`src/rtl/dma_ptr_pkg.sv`:
```
// Package: shared widths, command offsets and mode bit positions for the
// DMA pointer register file. Assumes an 8-bit register port and 16-bit registers.
package dma_ptr_pkg;
    localparam int BYTE_W = 8;
    localparam int REG_W  = 2 * BYTE_W;
    localparam int ADDR_W = 4;

    // Command offsets (decoded when cpu_addr[3] is set)
    localparam logic [ADDR_W-1:0] OFF_MODE   = 4'hB;
    localparam logic [ADDR_W-1:0] OFF_CLRPTR = 4'hC;
    localparam logic [ADDR_W-1:0] OFF_MCLR   = 4'hD;

    // Bit positions inside the mode byte
    localparam int MODE_AUTO_BIT = 4;
    localparam int MODE_DEC_BIT  = 5;

    typedef struct packed {
        logic auto_init;
        logic dec;
    } ch_mode_t;
endpackage

```
`src/rtl/dma_ptr_decode.sv`:
```
// Module: dma_ptr_decode
// Decodes the 8-bit register port into per-channel register writes, mode
// writes and commands, and keeps the shared low/high byte pointer.
// Assumes cpu_wr and cpu_rd are one-cycle strobes and never high together,
// and NUM_CH is 2 or 4 so that the channel index fits in cpu_addr[2:1].
module dma_ptr_decode
    import dma_ptr_pkg::*;
#(
    parameter int NUM_CH = 4,
    localparam int CH_W  = $clog2(NUM_CH)
) (
    input  logic               clk,
    input  logic               rst_n,
    input  logic               cpu_sel,
    input  logic               cpu_wr,
    input  logic               cpu_rd,
    input  logic [ADDR_W-1:0]  cpu_addr,
    input  logic [BYTE_W-1:0]  cpu_wdata,
    output logic [NUM_CH-1:0]  reg_wr,
    output logic               reg_is_cnt,
    output logic               ptr_hi,
    output logic [NUM_CH-1:0]  mode_wr,
    output logic               mode_auto,
    output logic               mode_dec,
    output logic               mclr
);
    logic is_reg;
    logic reg_access;
    logic clr_ptr;

    // Classify the current access
    always_comb begin
        is_reg     = cpu_sel && !cpu_addr[ADDR_W-1];
        reg_access = is_reg && (cpu_wr || cpu_rd);
        clr_ptr    = cpu_sel && cpu_wr && (cpu_addr == OFF_CLRPTR);
        mclr       = cpu_sel && cpu_wr && (cpu_addr == OFF_MCLR);
        reg_is_cnt = cpu_addr[0];
        mode_auto  = cpu_wdata[MODE_AUTO_BIT];
        mode_dec   = cpu_wdata[MODE_DEC_BIT];
    end

    // Per-channel write enables for registers and modes
    always_comb begin
        for (int i = 0; i < NUM_CH; i++) begin
            reg_wr[i]  = is_reg && cpu_wr && (cpu_addr[CH_W:1] == CH_W'(i));
            mode_wr[i] = cpu_sel && cpu_wr && (cpu_addr == OFF_MODE)
                         && (cpu_wdata[CH_W-1:0] == CH_W'(i));
        end
    end

    // Shared byte pointer: cleared by commands, flipped by register accesses
    always_ff @(posedge clk) begin
        if (!rst_n)
            ptr_hi <= 1'b0;
        else if (clr_ptr || mclr)
            ptr_hi <= 1'b0;
        else if (reg_access)
            ptr_hi <= !ptr_hi;
    end
endmodule

```
`src/rtl/dma_ptr_channel.sv`:
```
// Module: dma_ptr_channel
// One channel: starting and working address/count pairs, mode bits, the step
// on a transfer and the terminal-count reload. A CPU write to this channel
// wins over a transfer in the same cycle.
module dma_ptr_channel
    import dma_ptr_pkg::*;
(
    input  logic               clk,
    input  logic               rst_n,
    input  logic               reg_wr,
    input  logic               reg_is_cnt,
    input  logic               wr_hi,
    input  logic [BYTE_W-1:0]  wr_byte,
    input  logic               mode_wr,
    input  logic               mode_auto,
    input  logic               mode_dec,
    input  logic               mclr,
    input  logic               step,
    input  logic               term,
    output logic [REG_W-1:0]   cur_addr,
    output logic [REG_W-1:0]   cur_cnt,
    output logic [REG_W-1:0]   base_addr,
    output logic [REG_W-1:0]   base_cnt,
    output logic               auto_en,
    output logic               tc
);
    ch_mode_t   mode_q;
    logic       step_eff;
    logic [REG_W-1:0] addr_next;

    // Qualify the transfer and detect the end of the run
    always_comb begin
        step_eff  = step && !reg_wr;
        tc        = step_eff && ((cur_cnt == '0) || term);
        addr_next = mode_q.dec ? cur_addr - REG_W'(1) : cur_addr + REG_W'(1);
        auto_en   = mode_q.auto_init;
    end

    // Mode bits: cleared by master clear, loaded by a mode write
    always_ff @(posedge clk) begin
        if (!rst_n || mclr)
            mode_q <= '0;
        else if (mode_wr)
            mode_q <= '{auto_init: mode_auto, dec: mode_dec};
    end

    // Starting copies change only through CPU byte writes
    always_ff @(posedge clk) begin
        if (!rst_n) begin
            base_addr <= '0;
            base_cnt  <= '0;
        end else if (reg_wr) begin
            if (reg_is_cnt) begin
                if (wr_hi) base_cnt[REG_W-1:BYTE_W] <= wr_byte;
                else       base_cnt[BYTE_W-1:0]     <= wr_byte;
            end else begin
                if (wr_hi) base_addr[REG_W-1:BYTE_W] <= wr_byte;
                else       base_addr[BYTE_W-1:0]     <= wr_byte;
            end
        end
    end

    // Working copies: CPU byte write, reload on terminal count, or step
    always_ff @(posedge clk) begin
        if (!rst_n) begin
            cur_addr <= '0;
            cur_cnt  <= '0;
        end else if (reg_wr) begin
            if (reg_is_cnt) begin
                if (wr_hi) cur_cnt[REG_W-1:BYTE_W] <= wr_byte;
                else       cur_cnt[BYTE_W-1:0]     <= wr_byte;
            end else begin
                if (wr_hi) cur_addr[REG_W-1:BYTE_W] <= wr_byte;
                else       cur_addr[BYTE_W-1:0]     <= wr_byte;
            end
        end else if (tc && mode_q.auto_init) begin
            cur_addr <= base_addr;
            cur_cnt  <= base_cnt;
        end else if (step_eff) begin
            cur_addr <= addr_next;
            cur_cnt  <= cur_cnt - REG_W'(1);
        end
    end
endmodule

```
`src/rtl/dma_ptr_regs.sv`:
```
// Module: dma_ptr_regs (top)
// Per-channel DMA address/count register file with an 8-bit byte-sequenced
// register port, transfer stepping, terminal count and automatic reload.
// Assumes NUM_CH is 2 or 4 and inputs are synchronous to clk.
module dma_ptr_regs
    import dma_ptr_pkg::*;
#(
    parameter int NUM_CH = 4,
    localparam int CH_W  = $clog2(NUM_CH)
) (
    input  logic               clk,
    input  logic               rst_n,
    input  logic               cpu_sel,
    input  logic               cpu_wr,
    input  logic               cpu_rd,
    input  logic [ADDR_W-1:0]  cpu_addr,
    input  logic [BYTE_W-1:0]  cpu_wdata,
    output logic [BYTE_W-1:0]  cpu_rdata,
    input  logic               xfer_stb,
    input  logic [CH_W-1:0]    xfer_ch,
    input  logic               eop_in,
    output logic [REG_W-1:0]   xfer_addr,
    output logic               tc_out
);
    logic [NUM_CH-1:0]             reg_wr;
    logic [NUM_CH-1:0]             mode_wr;
    logic                          reg_is_cnt;
    logic                          ptr_hi;
    logic                          mode_auto;
    logic                          mode_dec;
    logic                          mclr;
    logic [NUM_CH-1:0]             tc_vec;
    logic [NUM_CH-1:0]             auto_en;
    logic [NUM_CH-1:0][REG_W-1:0]  cur_addr;
    logic [NUM_CH-1:0][REG_W-1:0]  cur_cnt;
    logic [NUM_CH-1:0][REG_W-1:0]  base_addr;
    logic [NUM_CH-1:0][REG_W-1:0]  base_cnt;
    logic [REG_W-1:0]              rd_word;
    logic [CH_W-1:0]               rd_ch;

    dma_ptr_decode #(.NUM_CH(NUM_CH)) u_decode (
        .clk        (clk),
        .rst_n      (rst_n),
        .cpu_sel    (cpu_sel),
        .cpu_wr     (cpu_wr),
        .cpu_rd     (cpu_rd),
        .cpu_addr   (cpu_addr),
        .cpu_wdata  (cpu_wdata),
        .reg_wr     (reg_wr),
        .reg_is_cnt (reg_is_cnt),
        .ptr_hi     (ptr_hi),
        .mode_wr    (mode_wr),
        .mode_auto  (mode_auto),
        .mode_dec   (mode_dec),
        .mclr       (mclr)
    );

    for (genvar g = 0; g < NUM_CH; g++) begin : g_ch
        dma_ptr_channel u_ch (
            .clk        (clk),
            .rst_n      (rst_n),
            .reg_wr     (reg_wr[g]),
            .reg_is_cnt (reg_is_cnt),
            .wr_hi      (ptr_hi),
            .wr_byte    (cpu_wdata),
            .mode_wr    (mode_wr[g]),
            .mode_auto  (mode_auto),
            .mode_dec   (mode_dec),
            .mclr       (mclr),
            .step       (xfer_stb && (xfer_ch == CH_W'(g))),
            .term       (eop_in),
            .cur_addr   (cur_addr[g]),
            .cur_cnt    (cur_cnt[g]),
            .base_addr  (base_addr[g]),
            .base_cnt   (base_cnt[g]),
            .auto_en    (auto_en[g]),
            .tc         (tc_vec[g])
        );
    end

    // Read path: pick channel word, then the byte the pointer selects
    always_comb begin
        rd_ch     = cpu_addr[CH_W:1];
        rd_word   = reg_is_cnt ? cur_cnt[rd_ch] : cur_addr[rd_ch];
        cpu_rdata = '0;
        if (cpu_sel && cpu_rd && !cpu_addr[ADDR_W-1])
            cpu_rdata = ptr_hi ? rd_word[REG_W-1:BYTE_W] : rd_word[BYTE_W-1:0];
    end

    // Transfer-side outputs
    always_comb begin
        xfer_addr = cur_addr[xfer_ch];
        tc_out    = |tc_vec;
    end
endmodule

```
`config.mk`:
```
export PLATFORM = sky130hd
export DESIGN_NAME = dma_ptr_regs
export DESIGN_NICKNAME = d
export VERILOG_FILES = /design/src/rtl/dma_ptr_pkg.sv /design/src/rtl/dma_ptr_decode.sv /design/src/rtl/dma_ptr_channel.sv /design/src/rtl/dma_ptr_regs.sv
export SDC_FILE = /design/constraint.sdc
export NUM_CORES = 1
export LEC_CHECK = 0
export BUFFER_PORTS_ARGS = -buffer_cell sky130_fd_sc_hd__clkbuf_2
export CORE_AREA = 2 2 173 175
export DETAILED_ROUTE_END_ITERATION = 10
export DIE_AREA = 0 0 175 177
export PLACE_DENSITY = 0.86
export SYNTH_ARGS = -nofsm -noshare
export SYNTH_HDL_FRONTEND = slang
export SYNTH_SLANG_ARGS = --single-unit
```
`constraint.sdc`:
```
create_clock -name clk -period 2.52 [get_ports clk]
set_input_delay 0.378 -clock clk [delete_from_list [all_inputs] [get_ports clk]]
set_output_delay 0.378 -clock clk [all_outputs]
set_load 0.005 [all_outputs]
```
**Word level (Yosys, flattened, before mapping)**

Index checks and enable logic that the tools add are counted.

- Register bits: 265
- Bits of input ports: 21
- Output and inout bits: 25
- Logic and storage cells: 219

- Add/sub/neg operators: 12
- Magnitude comparators: 2
- Equality and inequality tests: 28
- Multiplexer cells: 41
- Bitwise gates (word level): 3
- Reduce and logical (&&, ||, !) cells: 92

Operators with widths:

| kind | number |
|---|---|
| $mux 16 | 34 |
| $sub 16x1->16 const B | 8 |
| $bmux 16 s2 | 3 |
| $reduce_and 3->1 | 32 |
| $add 16x1->16 const B | 4 |
| $logic_not 16->1 | 4 |
| $logic_and 1x1->1 | 33 |
| $mux 8 | 4 |
| $ne 2x2->1 const B | 16 |
| $eq 2x2->1 const B | 6 |
| $eq 4x4->1 const B | 3 |
| $reduce_bool 3->1 | 4 |
| $logic_not 1->1 | 7 |
| $logic_or 1x1->1 | 7 |
| $eq 2x1->1 const B | 3 |
| $logic_not 2->1 | 3 |
| $lt 2x3->1 const B | 2 |
| $reduce_or 4->1 | 1 |
| $not 1->1 | 3 |
| $reduce_or 2->1 | 1 |

**Longest topological paths before layout**

- Word-level depth: 10
- Mapped depth: 11
- Gate-level depth less buffers: 9

**Hierarchy**

From an unflattened synthesis, not the netlist that was laid out.

- Cells, all modules: 2097
- Area, all modules: 17624.4 µm²

By module, submodules not included:

| module | times used | cells an instance | area each (µm²) | sequential area each (µm²) |
|---|---|---|---|---|
| dma_ptr_channel at g_ch[0].u_ch ... | 2 | 485 | 3982.6 | 1321.3 |
| dma_ptr_channel at g_ch[2].u_ch ... | 2 | 503 | 3980.1 | 1321.3 |
| dma_ptr_regs | 1 | 94 | 1536.5 | 0.0 |
| dma_ptr_decode | 1 | 27 | 162.7 | 20.0 |

**Worst setup path after synthesis**

No wires, ideal clock.

- Kind: register -> register
- From: register g_ch[1].u_ch.mode_q[0] (netlist name)
- To: register g_ch[1].u_ch.cur_addr[13]
- Library setup time: 0.078 ns
- Data arrival time: 2.493 ns
- Data required time: 2.442 ns
- Slack: -0.051 ns
- Stages on the path, launching flop included: 10
- Path buffers: 1
- Clock period less this slack: 2.571 ns
- Cells stage by stage: dfxtp_1 -> ha_1 -> clkbuf_1 -> and3_1 -> a221oi_1 -> nor2b_1 -> a211o_1 -> a211o_1 -> and3_1 -> nor3_1

- Cells in the longest elaborated chain, start to end: 4

RTL lines:

| item | line | RTL |
|---|---|---|
| start, declared | dma_ptr_channel.sv:27 | `ch_mode_t mode_q;` |
| start signal, assigned | dma_ptr_channel.sv:44 | `mode_q <= '{auto_init: mode_auto, dec: mode_dec};` |
| $mux 16 | dma_ptr_channel.sv:35 | `addr_next = mode_q.dec ? cur_addr - REG_W'(1) : cur_addr + REG_W'(1);` |
| $mux 16 | dma_ptr_channel.sv:79 | `end else if (step_eff) begin` |
| $mux 16 | dma_ptr_channel.sv:76 | `end else if (tc && mode_q.auto_init) begin` |
| $mux 16 | dma_ptr_channel.sv:68 | `end else if (reg_wr) begin` |
| end signal, assigned by index | dma_ptr_channel.sv:73 | `if (wr_hi) cur_addr[REG_W-1:BYTE_W] <= wr_byte;` |
| end signal, assigned | dma_ptr_channel.sv:77 | `cur_addr <= base_addr;` |
| end signal, assigned | dma_ptr_channel.sv:80 | `cur_addr <= addr_next;` |
| end, declared | dma_ptr_channel.sv:20 | `output logic [REG_W-1:0] cur_addr,` |

No other way between the ends. The select of a mux whose other input is x is not followed.
A chain may end at the register's enable or synchronous reset.

**Final worst setup path**

- From: register g_ch[0].u_ch.cur_cnt[12]
- To: output port tc_out

- Cells in the longest elaborated chain, start to end: 4

RTL lines:

| item | line | RTL |
|---|---|---|
| start, declared | dma_ptr_channel.sv:21 | `output logic [REG_W-1:0] cur_cnt,` |
| start signal, assigned by index | dma_ptr_channel.sv:70 | `if (wr_hi) cur_cnt[REG_W-1:BYTE_W] <= wr_byte;` |
| start signal, assigned by index | dma_ptr_channel.sv:71 | `else cur_cnt[BYTE_W-1:0] <= wr_byte;` |
| start signal, assigned | dma_ptr_channel.sv:78 | `cur_cnt <= base_cnt;` |
| $logic_not 16->1 | dma_ptr_channel.sv:34 | `tc = step_eff && ((cur_cnt == '0) \|\| term);` |
| $logic_or 1x1->1 | dma_ptr_channel.sv:34 |  |
| $logic_and 1x1->1 | dma_ptr_channel.sv:34 |  |
| $reduce_or 4->1 | dma_ptr_regs.sv:93 | `tc_out = \|tc_vec;` |
| end, declared | dma_ptr_regs.sv:23 | `output logic tc_out` |

No other way between the ends.

==> flow_summary.html <==
<table>
<tr><th>Metric</th><th>Value</th></tr>
<tr><th colspan="2">Synth</th></tr>
<tr><td>Area of the mapped netlist</td><td>0.0164 mm2</td></tr>
<tr><td>Synthesis-stage register bit count</td><td>265</td></tr>
<tr><td>Prevailing post-synth register cell</td><td>sky130_fd_sc_hd__dfxtp_1</td></tr>
<tr><td>Sequential share of the synthesized area</td><td>32.3%</td></tr>
<tr><td>Share of async-settable or async-resettable flops after synthesis</td><td>0%</td></tr>
<tr><td>Count of flip-flops with a built-in enable after synthesis</td><td>0</td></tr>
<tr><td>Top cell type by total area after synthesis</td><td>sky130_fd_sc_hd__dfxtp_1</td></tr>
<tr><td>Gate Count Post-Synth</td><td>2066</td></tr>
<tr><td>Area share of the leading cell type in the synthesized netlist</td><td>32.3%</td></tr>
<tr><td>Post-synthesis area per instance</td><td>7.95 um2</td></tr>
<tr><td>Top post-synthesis cells by area</td><td>sky130_fd_sc_hd__dfxtp_1, sky130_fd_sc_hd__nand2_1, sky130_fd_sc_hd__mux4_2, sky130_fd_sc_hd__a21oi_1, sky130_fd_sc_hd__ha_1</td></tr>
<tr><td>Library cells used by synthesis</td><td>75</td></tr>
<tr><td>Most used standard cell by instance count after synthesis</td><td>sky130_fd_sc_hd__nand2_1</td></tr>
<tr><td>Number of nets in the synthesized netlist</td><td>2155</td></tr>
<tr><td>Cell types with the highest counts after synthesis</td><td>sky130_fd_sc_hd__nand2_1, sky130_fd_sc_hd__dfxtp_1, sky130_fd_sc_hd__a21oi_1</td></tr>
<tr><td>Yosys Warn Count</td><td>0</td></tr>
<tr><th colspan="2">STA</th></tr>
<tr><td>Least-Margin Pin Slew</td><td>1.20 ns</td></tr>
<tr><td>Worst setup skew after layout</td><td>0.0106 ns</td></tr>
<tr><td>Ratio of final minimum period to clock period</td><td>108%</td></tr>
<tr><td>Post-route setup slack</td><td>-0.204 ns</td></tr>
<tr><td>Time the worst path needs with I/O delays and setup</td><td>2.72 ns</td></tr>
<tr><td>Number of hold violations in the final report</td><td>0</td></tr>
<tr><td>Number of pins exceeding their max-slew limit in the final report</td><td>0</td></tr>
<tr><td>Max-slew headroom</td><td>19.2%</td></tr>
<tr><td>Hold Worst Slack</td><td>0.181 ns</td></tr>
<tr><td>Setup Total Neg Slack</td><td>-1.10 ns</td></tr>
<tr><td>Achievable Freq</td><td>367 MHz</td></tr>
<tr><td>RSZ-0062 raised after global routing</td><td>true</td></tr>
<tr><td>Total of endpoints with negative setup slack in the final report</td><td>9</td></tr>
<tr><th colspan="2">Clock tree</th></tr>
<tr><td>Number of buffers added by the clock tree synthesis step</td><td>29</td></tr>
<tr><td>Clock sink count</td><td>265</td></tr>
<tr><td>CTS tree</td><td>yes</td></tr>
<tr><td>Post-CTS Hold Fix Bufs</td><td>0</td></tr>
<tr><td>CTS clk-pin slew, worst paths</td><td>0.06 ns</td></tr>
<tr><td>H-tree lvl count</td><td>1</td></tr>
<tr><td>Cell at the root of the clock tree</td><td>sky130_fd_sc_hd__clkbuf_16</td></tr>
<tr><td>Clock buffer depth</td><td>3</td></tr>
<tr><td>Clock network latency to the later pin of the worst-skew pair</td><td>0.56 ns</td></tr>
<tr><th colspan="2">Pwr</th></tr>
<tr><td>Total leakage power</td><td>7.82 nW</td></tr>
<tr><td>Power share of the clock group</td><td>between 30% and 40%</td></tr>
<tr><td>Internal</td><td>7.70 mW</td></tr>
<tr><td>Sequential share of power</td><td>about two fifths</td></tr>
<tr><td>P_sw</td><td>3.22 mW</td></tr>
<tr><td>Pwr dens</td><td>552 mW/mm2</td></tr>
<tr><td>Comb pwr share</td><td>19.7%</td></tr>
<tr><td>Peak ir drop on the vdd network</td><td>506 uV</td></tr>
<tr><td>Switching Share</td><td>29.5%</td></tr>
<tr><th colspan="2">Status</th></tr>
<tr><td>Status</td><td>finished, violations left</td></tr>
<tr><td>Violated checks</td><td>negative setup slack</td></tr>
<tr><th colspan="2">Critical path</th></tr>
<tr><td>Launching element type of the critical path</td><td>flop</td></tr>
<tr><td>Worst-case reg-to-reg path depth</td><td>9</td></tr>
<tr><td>Cell type group with the largest total delay on the critical path</td><td>simple AND/OR/NAND/NOR gates</td></tr>
<tr><td>Critical setup path kind</td><td>flop to output pin</td></tr>
<tr><td>Arrival time of the worst setup path</td><td>2.35 ns</td></tr>
<tr><td>CP required</td><td>2.14 ns</td></tr>
<tr><td>Number of buffers and inverters on the critical path</td><td>1</td></tr>
<tr><td>Cell depth of the worst setup path</td><td>6</td></tr>
<tr><td>Peak fanout along the critical path</td><td>2</td></tr>
<tr><td>Series of cell instances along the critical path</td><td>nor4_4 -&gt; nand2_2 -&gt; or4_4 -&gt; o311ai_4 -&gt; or3_4 -&gt; buf_6</td></tr>
<tr><td>Setup crit end kind</td><td>output pin</td></tr>
<tr><td>Largest stage delay on the critical path</td><td>between 0.5 and 0.6 ns</td></tr>
<tr><td>Cell type of the slowest stage on the worst timing path</td><td>sky130_fd_sc_hd__or4_4</td></tr>
<tr><th colspan="2">Global route</th></tr>
<tr><td>Vias in the first global route</td><td>between 15000 and 20000</td></tr>
<tr><td>Largest net degree at the start of global routing</td><td>89</td></tr>
<tr><td>Total congestion overflow after global routing</td><td>0</td></tr>
<tr><td>Overall fraction of global-route tracks in use</td><td>40.1%</td></tr>
<tr><td>Initial antenna violation count</td><td>3</td></tr>
<tr><td>Wire length of the first global-routing pass</td><td>96700 um</td></tr>
<tr><th colspan="2">Place</th></tr>
<tr><td>RePlAce Congestion</td><td>1.04</td></tr>
<tr><td>Number of buffer cells added on primary ports</td><td>between 40 and 50</td></tr>
<tr><td>DP Wirelength</td><td>45600 um</td></tr>
<tr><th colspan="2">Drt</th></tr>
<tr><td>Detailed-route via count</td><td>18000</td></tr>
<tr><td>Remaining design rule violation count</td><td>0</td></tr>
<tr><td>Via density per instance</td><td>6.83</td></tr>
<tr><td>Drt pass-1 iters</td><td>8</td></tr>
<tr><td>Number of DRC violations after detailed-routing iteration 0</td><td>approximately 2800</td></tr>
<tr><td>Avg WL per Cell</td><td>around 24 um</td></tr>
<tr><td>Wire length after detailed routing</td><td>64300 um</td></tr>
<tr><td>Count of nets left with antenna violations after detail routing</td><td>0</td></tr>
<tr><th colspan="2">Finish</th></tr>
<tr><td>Net count reported at finish</td><td>2307</td></tr>
<tr><td>Filler cell count in the final layout</td><td>between 2000 and 2500</td></tr>
<tr><td>Area growth from synthesis to final layout</td><td>20.4%</td></tr>
<tr><td>Fraction of layout instances using a drive strength above 1</td><td>21.7%</td></tr>
<tr><th colspan="2">Die</th></tr>
<tr><td>Core outline area</td><td>0.0292 mm2</td></tr>
<tr><td>Number of core rows</td><td>63</td></tr>
<tr><td>Horiz. Die Dim</td><td>about 180 um</td></tr>
<tr><td>Top-level port count</td><td>46</td></tr>
<tr><td>Y dimension of the die</td><td>roughly 180 um</td></tr>
<tr><td>Die outline area</td><td>0.0310 mm2</td></tr>
<tr><td>Starting density of the core</td><td>about 56%</td></tr>
<tr><th colspan="2">Min path</th></tr>
<tr><td>Depth of the worst hold-timing path</td><td>3</td></tr>
<tr><td>Class of the most critical hold timing path</td><td>primary input to flop</td></tr>
<tr><th colspan="2">Flow run</th></tr>
<tr><td>Number of max-capacitance violations reported</td><td>0</td></tr>
</table>
[flip-flops by register name, summed over array words and instances (netlist names)]
register,flops
g_ch.u_ch.base_addr,64
g_ch.u_ch.base_cnt,64
g_ch.u_ch.cur_addr,64
g_ch.u_ch.cur_cnt,64
g_ch.u_ch.auto_en,4
g_ch.u_ch.mode_q,4
u_decode.ptr_hi,1
[worst min-delay path: cells and delay by family]
| family | cells | cell delay, ns |
|---|---|---|
| buf+inv | 1 | 0.17 |
| simple gates | 1 | 0.09 |
| compound gates | 1 | 0.05 |
[cells in the final DEF (no fill, tap or decap), types with 10 or more instances in the layout]
cell                          n
sky130_fd_sc_hd__a2111oi_0   10
sky130_fd_sc_hd__a211oi_1    36
sky130_fd_sc_hd__a21o_1      14
sky130_fd_sc_hd__a21oi_1    224
sky130_fd_sc_hd__a31oi_1     59
sky130_fd_sc_hd__and3_1      10
sky130_fd_sc_hd__buf_12      10
sky130_fd_sc_hd__buf_4      182
sky130_fd_sc_hd__buf_6       26
sky130_fd_sc_hd__clkbuf_16   29
sky130_fd_sc_hd__clkbuf_2    42
sky130_fd_sc_hd__dfxtp_1    210
sky130_fd_sc_hd__dfxtp_2     46
sky130_fd_sc_hd__ha_1        62
sky130_fd_sc_hd__inv_1       19
sky130_fd_sc_hd__mux2i_1     18
sky130_fd_sc_hd__mux4_2      56
sky130_fd_sc_hd__nand2_1    400
sky130_fd_sc_hd__nand2b_1    11
sky130_fd_sc_hd__nand3_1     39
sky130_fd_sc_hd__nor2_1     142
sky130_fd_sc_hd__nor2b_1     13
sky130_fd_sc_hd__nor3_1      52
sky130_fd_sc_hd__nor4_1      17
sky130_fd_sc_hd__o211ai_1    60
sky130_fd_sc_hd__o21ai_0    122
sky130_fd_sc_hd__o221ai_1    22
sky130_fd_sc_hd__or3_1       17
sky130_fd_sc_hd__xnor2_1     57
sky130_fd_sc_hd__xor2_1      40
[area by class of cell]
cell class,count,area [um2],area share [%]
multi-input cells,1640,10800,54.6
flip-flops and latches,265,5400,27.3
repair buffers,262,2080,10.5
clock buffers,42,845,4.27
well taps,390,488,2.47
clock inverters,9,83.8,0.424
inverters,20,77.6,0.392
diodes,4,10.0,0.0506
[through the flow]
stage	util, %	total power [mW]	std cells	worst slack [ns]	cell area [um2]
2_1_floorplan	-	5.80	2066	0.0987	16400
3_3_place_gp	62.0	6.47	2548	0.0419	18100
3_5_place_dp	62.0	6.51	2548	0.00412	18100
4_1_cts	66.8	10.8	2626	-0.138	19500
5_1_grt	67.6	11.2	2630	-0.198	19800
6_report	67.6	10.9	2632	-0.204	19800
[metal layers]
| layer | wire length (um) | track usage, % | vias to the layer above |
|---|---|---|---|
| li1 | - | - | 7877 |
| met4 | 5240 | 28.2 | 0 |
| met1 | 22800 | 49.7 | 8282 |
| met3 | 8730 | 10.7 | 386 |
| met5 | 0 | 0 | - |
| met2 | 27500 | 60.9 | 1438 |
[power by group through the flow]
| stage | Clock (mW) | Sequential, mW | Combinational, mW |
|---|---|---|---|
| detailed placement | 0 | 4.60 | 1.91 |
| global route | 4.42 | 4.54 | 2.29 |
| floorplan | 0 | 4.52 | 1.29 |
| finish | 4.22 | 4.55 | 2.16 |
| global placement | 0 | 4.60 | 1.87 |
| CTS | 4.21 | 4.52 | 2.04 |
[worst paths after layout]
kind	startpoint	slack [ns]	endpoint
worst min-delay path	cpu_wdata[3]	0.18	g_ch[2].u_ch.base_addr[3]$_SDFFE_PN0P_
worst max-delay path	g_ch[0].u_ch.cur_cnt[12]$_SDFFE_PN0P_	-0.20	tc_out
worst min register to register	g_ch[3].u_ch.base_addr[4]$_SDFFE_PN0P_	0.45	g_ch[3].u_ch.base_addr[4]$_SDFFE_PN0P_
worst max register to register	g_ch[0].u_ch.mode_q[0]$_SDFFE_PP0P_	0.03	g_ch[0].u_ch.cur_addr[14]$_SDFFE_PN0P_
[timing repair]
item / CTS / global route
pin swaps: 8 / 17
gates resized for setup: 95 / 58
endpoints found under the setup margin: 10 / 63
setup buffers: 33 / 6
hold endpoints to repair: 0 / 0
[cell families (layout without fill, tap and decap cells)]
family | Yosys count | count (layout) | share of synthesized area (%)
buffers and inverters | 161 | 333 | 3.92
XOR/XNOR | 97 | 97 | 5.17
multiplexers | 76 | 76 | 8.91
AND/OR/NAND/NOR | 763 | 763 | 20.5
flip-flops | 265 | 265 | 32.3
adder cells (fa/ha/maj) | 68 | 68 | 5.36
AO/OA/AOI/OAI | 636 | 636 | 23.9
other | 0 | 4 | 0
Power figures use the tool's default switching activity.
